File: config.mk
export PLATFORM = sky130hd
export DESIGN_NAME = gear_clock_sel
export DESIGN_NICKNAME = d
export VERILOG_FILES = /design/src/rtl/gear_pkg.sv /design/src/rtl/gear_sync.sv /design/src/rtl/gear_select.sv /design/src/rtl/gear_divider.sv /design/src/rtl/gear_clock_sel.sv
export SDC_FILE = /design/constraint.sdc
export NUM_CORES = 1
export LEC_CHECK = 0
export ABC_AREA = 0
export CAP_MARGIN = 5
export CORE_AREA = 2 2 63 65
export CTS_BUF_LIST = sky130_fd_sc_hd__clkbuf_8
export CTS_CLUSTER_DIAMETER = 150
export DETAILED_ROUTE_END_ITERATION = 8
export DIE_AREA = 0 0 65 67
export DONT_BUFFER_PORTS = 1
export GPL_TIMING_DRIVEN = 0
export PLACE_DENSITY = 0.47
export SYNTH_ARGS = -nofsm -noshare
export SYNTH_HDL_FRONTEND = slang
export SYNTH_SLANG_ARGS = --single-unit
File: constraint.sdc
create_clock -name clk_i -period 1.9 [get_ports clk_i]
set_input_delay 0.19 -clock clk_i [delete_from_list [all_inputs] [get_ports clk_i]]
set_output_delay 0.19 -clock clk_i [all_outputs]
set_load 0.01 [all_outputs]
File: src/rtl/gear_pkg.sv
package gear_pkg;

    // Period engine states
    typedef enum logic [1:0] {
        GS_LOAD    = 2'd0,   // first cycle after reset
        GS_EDGE    = 2'd1,   // pulse (high phase) cycle
        GS_STRETCH = 2'd2    // extended low phase
    } gear_state_e;

endpackage

File: src/rtl/gear_sync.sv
module gear_sync #(
    parameter int STAGES = 2,
    parameter int WIDTH  = 2
) (
    input  logic             clk_i,
    input  logic             rst_ni,
    input  logic [WIDTH-1:0] d_i,
    output logic [WIDTH-1:0] q_o
);

    logic [STAGES-1:0][WIDTH-1:0] chain_q;

    generate
        if (STAGES < 2) begin : g_bad_depth
            initial $error("gear_sync needs at least two stages");
        end
    endgenerate

    always_ff @(posedge clk_i or negedge rst_ni) begin
        if (!rst_ni) begin
            chain_q <= '0;
        end else begin
            chain_q <= {chain_q[STAGES-2:0], d_i};
        end
    end

    assign q_o = chain_q[STAGES-1];

endmodule

File: src/rtl/gear_select.sv
module gear_select #(
    parameter int DIV_W = 3
) (
    input  logic             src_sel_i,
    input  logic             req_en_i,
    input  logic             irq_s_i,
    input  logic             psave_s_i,
    input  logic [DIV_W-1:0] hi_div_i,
    input  logic [DIV_W-1:0] lo_div_i,
    output logic             want_fast_o,
    output logic [DIV_W-1:0] sel_div_o
);

    logic irq_req;
    logic run_req;

    always_comb begin
        irq_req     = req_en_i & irq_s_i;
        run_req     = req_en_i & ~psave_s_i;
        want_fast_o = ~src_sel_i | irq_req | run_req;
        sel_div_o   = want_fast_o ? hi_div_i : lo_div_i;
    end

endmodule

File: src/rtl/gear_divider.sv
module gear_divider
    import gear_pkg::*;
#(
    parameter int DIV_W = 3
) (
    input  logic             clk_i,
    input  logic             rst_ni,
    input  logic             want_fast_i,
    input  logic [DIV_W-1:0] sel_div_i,
    output logic             tick_o,
    output logic             fast_o
);

    localparam int CNT_W = (1 << DIV_W) - 1;

    gear_state_e      state_q, state_d;
    logic [CNT_W-1:0] cnt_q, cnt_d;
    logic [DIV_W-1:0] div_q, div_d;
    logic             fast_q, fast_d;
    logic             latch;

    // low-phase count load: 2^d - 2 (used only for d >= 1)
    function automatic logic [CNT_W-1:0] stretch_len(input logic [DIV_W-1:0] d);
        logic [CNT_W:0] full;
        full    = '0;
        full[d] = 1'b1;
        full    = full - (CNT_W + 1)'(2);
        return full[CNT_W-1:0];
    endfunction

    // state register
    always_ff @(posedge clk_i or negedge rst_ni) begin
        if (!rst_ni) begin
            state_q <= GS_LOAD;
            cnt_q   <= '0;
            div_q   <= '0;
            fast_q  <= 1'b1;
        end else begin
            state_q <= state_d;
            cnt_q   <= cnt_d;
            div_q   <= div_d;
            fast_q  <= fast_d;
        end
    end

    // next state
    always_comb begin
        state_d = state_q;
        cnt_d   = cnt_q;
        latch   = 1'b0;
        unique case (state_q)
            GS_LOAD: begin
                latch   = 1'b1;
                state_d = GS_EDGE;
            end
            GS_EDGE: begin
                if (div_q == '0) begin
                    latch   = 1'b1;
                    state_d = GS_EDGE;
                end else begin
                    state_d = GS_STRETCH;
                    cnt_d   = stretch_len(div_q);
                end
            end
            GS_STRETCH: begin
                if (cnt_q == '0) begin
                    latch   = 1'b1;
                    state_d = GS_EDGE;
                end else begin
                    cnt_d = cnt_q - CNT_W'(1);
                end
            end
            default: begin
                state_d = GS_LOAD;
            end
        endcase
        div_d  = latch ? sel_div_i   : div_q;
        fast_d = latch ? want_fast_i : fast_q;
    end

    // outputs
    always_comb begin
        tick_o = (state_q == GS_EDGE);
        fast_o = fast_q;
    end

    // a divided period holds its pulse for a single cycle
    a_r4_single_pulse : assert property (@(posedge clk_i) disable iff (!rst_ni)
        (tick_o && div_q != '0) |=> !tick_o);

    // no selection or exponent change away from a boundary
    a_r9_hold_in_period : assert property (@(posedge clk_i) disable iff (!rst_ni)
        !tick_o |-> ($stable(fast_q) && $stable(div_q)));

endmodule

File: src/rtl/gear_clock_sel.sv
module gear_clock_sel #(
    parameter int DIV_W       = 3,
    parameter int SYNC_STAGES = 2
) (
    input  logic             clk_i,
    input  logic             rst_ni,
    input  logic [DIV_W-1:0] hi_div_i,
    input  logic [DIV_W-1:0] lo_div_i,
    input  logic             src_sel_i,
    input  logic             req_en_i,
    input  logic             irq_pend_i,
    input  logic             pwr_save_i,
    output logic             tick_o,
    output logic             fast_active_o
);

    logic [1:0]       sync_q;
    logic             irq_s;
    logic             psave_s;
    logic             want_fast;
    logic [DIV_W-1:0] sel_div;

    gear_sync #(
        .STAGES(SYNC_STAGES),
        .WIDTH (2)
    ) u_sync (
        .clk_i (clk_i),
        .rst_ni(rst_ni),
        .d_i   ({pwr_save_i, irq_pend_i}),
        .q_o   (sync_q)
    );

    assign irq_s   = sync_q[0];
    assign psave_s = sync_q[1];

    gear_select #(
        .DIV_W(DIV_W)
    ) u_select (
        .src_sel_i  (src_sel_i),
        .req_en_i   (req_en_i),
        .irq_s_i    (irq_s),
        .psave_s_i  (psave_s),
        .hi_div_i   (hi_div_i),
        .lo_div_i   (lo_div_i),
        .want_fast_o(want_fast),
        .sel_div_o  (sel_div)
    );

    gear_divider #(
        .DIV_W(DIV_W)
    ) u_divider (
        .clk_i      (clk_i),
        .rst_ni     (rst_ni),
        .want_fast_i(want_fast),
        .sel_div_i  (sel_div),
        .tick_o     (tick_o),
        .fast_o     (fast_active_o)
    );

    // fixed mode always starts a fast period
    a_r2_fixed_fast : assert property (@(posedge clk_i) disable iff (!rst_ni)
        (tick_o && !$past(src_sel_i)) |-> fast_active_o);

    // masked requests never give a fast period in automatic mode
    a_r7_masked_slow : assert property (@(posedge clk_i) disable iff (!rst_ni)
        (tick_o && $past(src_sel_i) && !$past(req_en_i)) |-> !fast_active_o);

    // no active condition leaves the slow field in charge
    a_r8_idle_slow : assert property (@(posedge clk_i) disable iff (!rst_ni)
        (tick_o && $past(src_sel_i) && $past(req_en_i) && !$past(irq_s) && $past(psave_s))
        |-> !fast_active_o);

    // an exponent of zero on the fast field repeats the pulse
    a_r3_div_by_one : assert property (@(posedge clk_i) disable iff (!rst_ni)
        (tick_o && fast_active_o && $past(hi_div_i) == '0) |=> tick_o);

endmodule

# After elaboration in Yosys (flattened, before gate mapping)
# Cells that the tools add are included.
# classes
addsub	2
magnitude_cmp	2
eq_ne	5
mux	12
n_bitwise	6
reduce_logical	6
# op_table
cell	n
$mux 7	2
$pmux 7 s2	1
$logic_not 7->1	1
$sub 7x1->7 const B	1
$sub 7x2->7 const B	1
$pmux 2 s3	1
$lt 3x4->1 const B	1
$mux 2	2
$ne 2x2->1 const B	2
$demux 1 s3	1
$ge 3x1->1 const B	1
$logic_not 3->1	1
$mux 1	3
$mux 3	1
$pmux 1 s3	1
$reduce_and 3->1	1
$and 1x1->1	2
$eq 2x1->1 const B	1
$eq 2x2->1 const B	1
$logic_not 2->1	1
$ne 2x1->1 const B	1
$not 1->1	2
$or 1x1->1	2
$reduce_bool 2->1	1
$logic_and 1x1->1	1
# word_totals
ff_bits	17
inputBits	12
output_inout_bits	2
elab_cells	39

# Depth between registers and ports, before layout
# depth
ltp_word	7
depth_mapped	8
ltp_nobuf	6

# Modules after synthesis
# From an unflattened synthesis, not the netlist that was laid out.
# hier_totals
cells_unflattened	119
area_unflattened_um2	1199.9
# by_module_without_submodules
module	n_inst	cells_each	area_per_inst_um2	seq_area_each_um2
gear_divider	1	107	1014.7	326.6
gear_sync	1	6	115.1	100.1
gear_select	1	6	70.1	0.0

# Worst setup path before layout
# No wires, ideal clock.
# synth_timing
path_kind	register to register
startpoint	register u_divider.state_q[1]
endpoint	register u_divider.div_q[0]
setup_time_ns	0.125
t_arrival_ns	1.648
t_required_ns	1.775
path_slack_ns	0.127
stages_incl_launch_ff	7
path_buffers	0
synth_period_minus_slack_ns	1.773
cell_sequence	dfrtp_1 -> inv_1 -> ha_1 -> nor4b_2 -> nor2_1 -> a21oi_2 -> mux2_2
# synth_via
elab_chain_cells	2
elab_cells_between_ends	4
classes_between	2 x eq/ne; 1 x mux; 1 x reduce/logical
# synth_lines
element	line_no	text
start: declaration	gear_divider.sv:16	gear_state_e state_q, state_d;
start signal: assignment	gear_divider.sv:39	state_q <= state_d;
$eq 2x1->1	--	
named net tick_o	gear_clock_sel.sv:13	output logic tick_o,
$pmux 1 s3	gear_divider.sv:51	unique case (state_q)
end signal: assignment	gear_divider.sv:41	div_q <= div_d;
end: declaration	gear_divider.sv:18	logic [DIV_W-1:0] div_q, div_d;
# The timed path passes the listed nets, and every way through them passes these cells.
# A chain may end at the register's enable or synchronous reset.

# Worst setup path after layout
# layout_timing
startpoint	register u_divider.state_q[1]
endpoint	register u_divider.cnt_q[2]
# layout_via
elab_chain_cells	3
elab_cells_between_ends	7
classes_between	4 x eq/ne; 1 x mux; 2 x reduce/logical
# layout_lines
element	line_no	text
$eq 2x1->1 (*)	--	
named net tick_o	gear_clock_sel.sv:13	
$ne 2x2->1 (no source line) or $reduce_bool 2->1 (tied branches)	--	
$reduce_and 3->1 (no source line)	--	
end signal: assignment	gear_divider.sv:40	cnt_q <= cnt_d;
end: declaration	gear_divider.sv:17	logic [CNT_W-1:0] cnt_q, cnt_d;
# Mark *: on every way through the listed nets, which the timed path passes. The rest lies on a longest branch.

==> flow_summary.toml <==
[run_status]
status = "finished, final reports clean"

[floorplanning]
die_w_um = 65
fp.coreArea_mm2 = 0.00361
start_util = 0.294
pin_count = 14
die_area_mm2 = 0.00436
rows = 22
dieHeight_um = 67

[synthesis]
synthTopCellsByArea = "dfrtp_1 38%, ha_1 8.3%, mux2_2 6.4%"
synth-main-ff-cell = "dfrtp_1"
netlist_top_cells_count = "16 x dfrtp_1, 9 x nand2_1, 8 x inv_1"
syn_nets = 124
synth_seq_cells = 17
synthDistinctLibCells = 36
synth_top_area_cell = "dfrtp_1"
synth_edf_count = 0
synth_top_area_share = 0.377
yosysSeqAreaShare = 0.402
syn_area_per_cell_um2 = 10.1
synth.cell_area_mm2 = 0.00106
ys_warn_count = 0
async_flop_share = 1.00
yosysMostFrequentCell = "dfrtp_1"
syn_inst = 105

[critical_path]
crit_slowest_cell = "a311oi_4"
cp_num_buf_inv = 2
cpPeakStageDelay_ns = 0.40
crit_family = "compound AO/OA/AOI/OAI gates"
cp.arrival_ns = 1.93
cp_max_fo = 6
path_class = "flop to flop"
cp-end-kind = "flop"
startpoint = "u_divider.state_q[1]"
crit_chain = "inv_2, ha_4, nor4b_4, buf_4, a311oi_4, mux2i_1, o211ai_1"
crit-reg2reg-launch = "u_divider.state_q[1]"
crit_required_ns = 2.03
startpoint_type = "flop"

[global_route]
grt_pass1_vias = 713
grt_usage = 0.107
grt_first_pass_wirelength_um = 3520
grt_max_degree = 18
grt_overflow = 0
antenna_found_initial = 0

[placement]
port_buffers = 0
dp_cells = 153
hpwl_um = 1540
finalWeightedCongestion = 0.725
dpl_cell_area_mm2 = 0.00112

[clocking]
cts_tree = "yes"
h-tree-depth = 1
cts_sinks = 17
clockBufferDepth = 2
clock_latency_ns = 0.26
cts_root_buffer = "clkbuf_8"
cts.clk_slew.worst_paths_ns = 0.07
cts-buffers-inserted = 3

[sta]
hold_violations = 0
slew_headroom = 0.497
finalCritPeriodShare = 0.945
fin_worst_skew_ns = 0.00533
fmax_mhz = 557
rsz0062_at_grt = "false"
worst_pin_slew_ns = 0.753
setup_viol_count_final = 0
final_max_slew_viol_count = 0
min_period_ns = 1.79
fin_setup_tns_ns = 0

[layout]
final_nets = 137
area_delta_synth_final_pct = 21.0
nFillCells = 378
stdcell_area_mm2 = 0.00128
final_util = 0.356
drive_above_1_share = 0.282
layout.cells.non_filler = 165
antenna_cells = 0

[drt]
finalWirelength_um = 2100
wl_per_cell_um = 12.7
ant_nets = 0
drc_errors = 0
drt_iter0_drc = 34
firstDrtPassIters = 4
via_per_inst = 4.81
via_count = 793

[worst_hold_path]
hold_class = "input pin to flop"
hp-start = "hi_div_i[0]"

[pwr]
power_density_mw_per_mm2 = 1750
total_power_mw = 2.25
p_leak_nw = 0.548
ir_drop_uv = 334

[flow_run]
cap_violations = 0
[worst reg2reg max path: cells and delay by family, from the launching register on]
family | cells | cell delay [ns]
adders and majority gates | 1 | 0.18
buffers and inverters | 2 | 0.22
and+or+nand+nor | 1 | 0.13
muxes | 1 | 0.25
AOI/OAI and AO/OA | 2 | 0.50
DFF | 1 | 0.39
[flip-flops by register name (all words and copies together) (netlist names)]
name               count
u_divider.cnt_q        7
u_divider.div_q        3
u_divider.state_q      2
u_sync.chain_q         2
u_sync.q_o             2
u_divider.fast_o       1
[logic make-up after synthesis]
kind of cell	share of synthesized area
buf+inv	0.0684
simple gates	0.184
mux	0.111
compound gates	0.144
fa+ha+maj	0.0825
xor+xnor	0.00826
flops	0.402
[metal layers]
metal,part of all wire,GRT usage
met1,0.50,0.149
met2,0.46,0.156
met3,0.022,0.0203
met4,0.017,0.0559
met5,0,0
[final timing paths]
kind	to	cells after the start	slack (ns)
setup / recovery	u_divider.cnt_q[2]	7	0.11
hold reg to reg	u_sync.q_o[1]	0	0.36
setup reg to reg	u_divider.cnt_q[2]	7	0.11
min in group asynchronous	u_sync.chain_q[1]	1	0.44
max in group asynchronous	u_divider.state_q[0]	1	0.95
hold / removal	u_divider.div_q[0]	2	0.20
[repair_timing]
action	in CTS	in global routing
hold buffers	3	0
hold endpoints to repair	19	0
endpoints found under the setup margin	5	10
cloned	0	1
gates resized for setup	1	9
buffers inserted	1	3
pin swaps	2	2
[area by class of cell]
| type | count | area (um^2) | area share |
|---|---|---|---|
| repair buffers | 8 | 65.1 | 0.0507 |
| plain buffers | 7 | 47.5 | 0.0370 |
| inverters | 8 | 30.0 | 0.0234 |
| flip-flops and latches | 17 | 428 | 0.333 |
| clock inverters | 1 | 7.51 | 0.00585 |
| well taps | 48 | 60.1 | 0.0468 |
| clock buffers | 3 | 41.3 | 0.0322 |
| multi-input cells | 73 | 604 | 0.471 |
[placed cells by master (no fill, tap or decap), types with 2 or more instances in the layout]
master,n
buf_6,2
nand3_1,2
clkbuf_8,3
o21ai_0,5
a21oi_1,5
dfrtp_1,15
mux2_2,6
buf_2,5
inv_1,7
nor2_1,4
mux2i_1,5
nor3_1,4
or3_1,2
dlygate4sd3_1,3
o31ai_1,3
nand2_1,9
nor4_1,2
o211ai_1,2
nand2b_1,2
ha_1,6
buf_4,4
[power breakdown]
part / switching, mW / internal (mW)
clock network: 0.137 / 0.148
logic: 0.688 / 0.618
registers: 0.139 / 0.520
[metrics by stage]
step	setup slack, ns	hold slack [ns]
CTS	0.00957	0.209
detailed placement	-0.0799	-0.105
global route	0.00613	0.208
global placement	-0.0647	-0.105
finish	0.105	0.204
floorplan	0.127	-0.106
No activity file was read; power rests on OpenSTA's default activity.
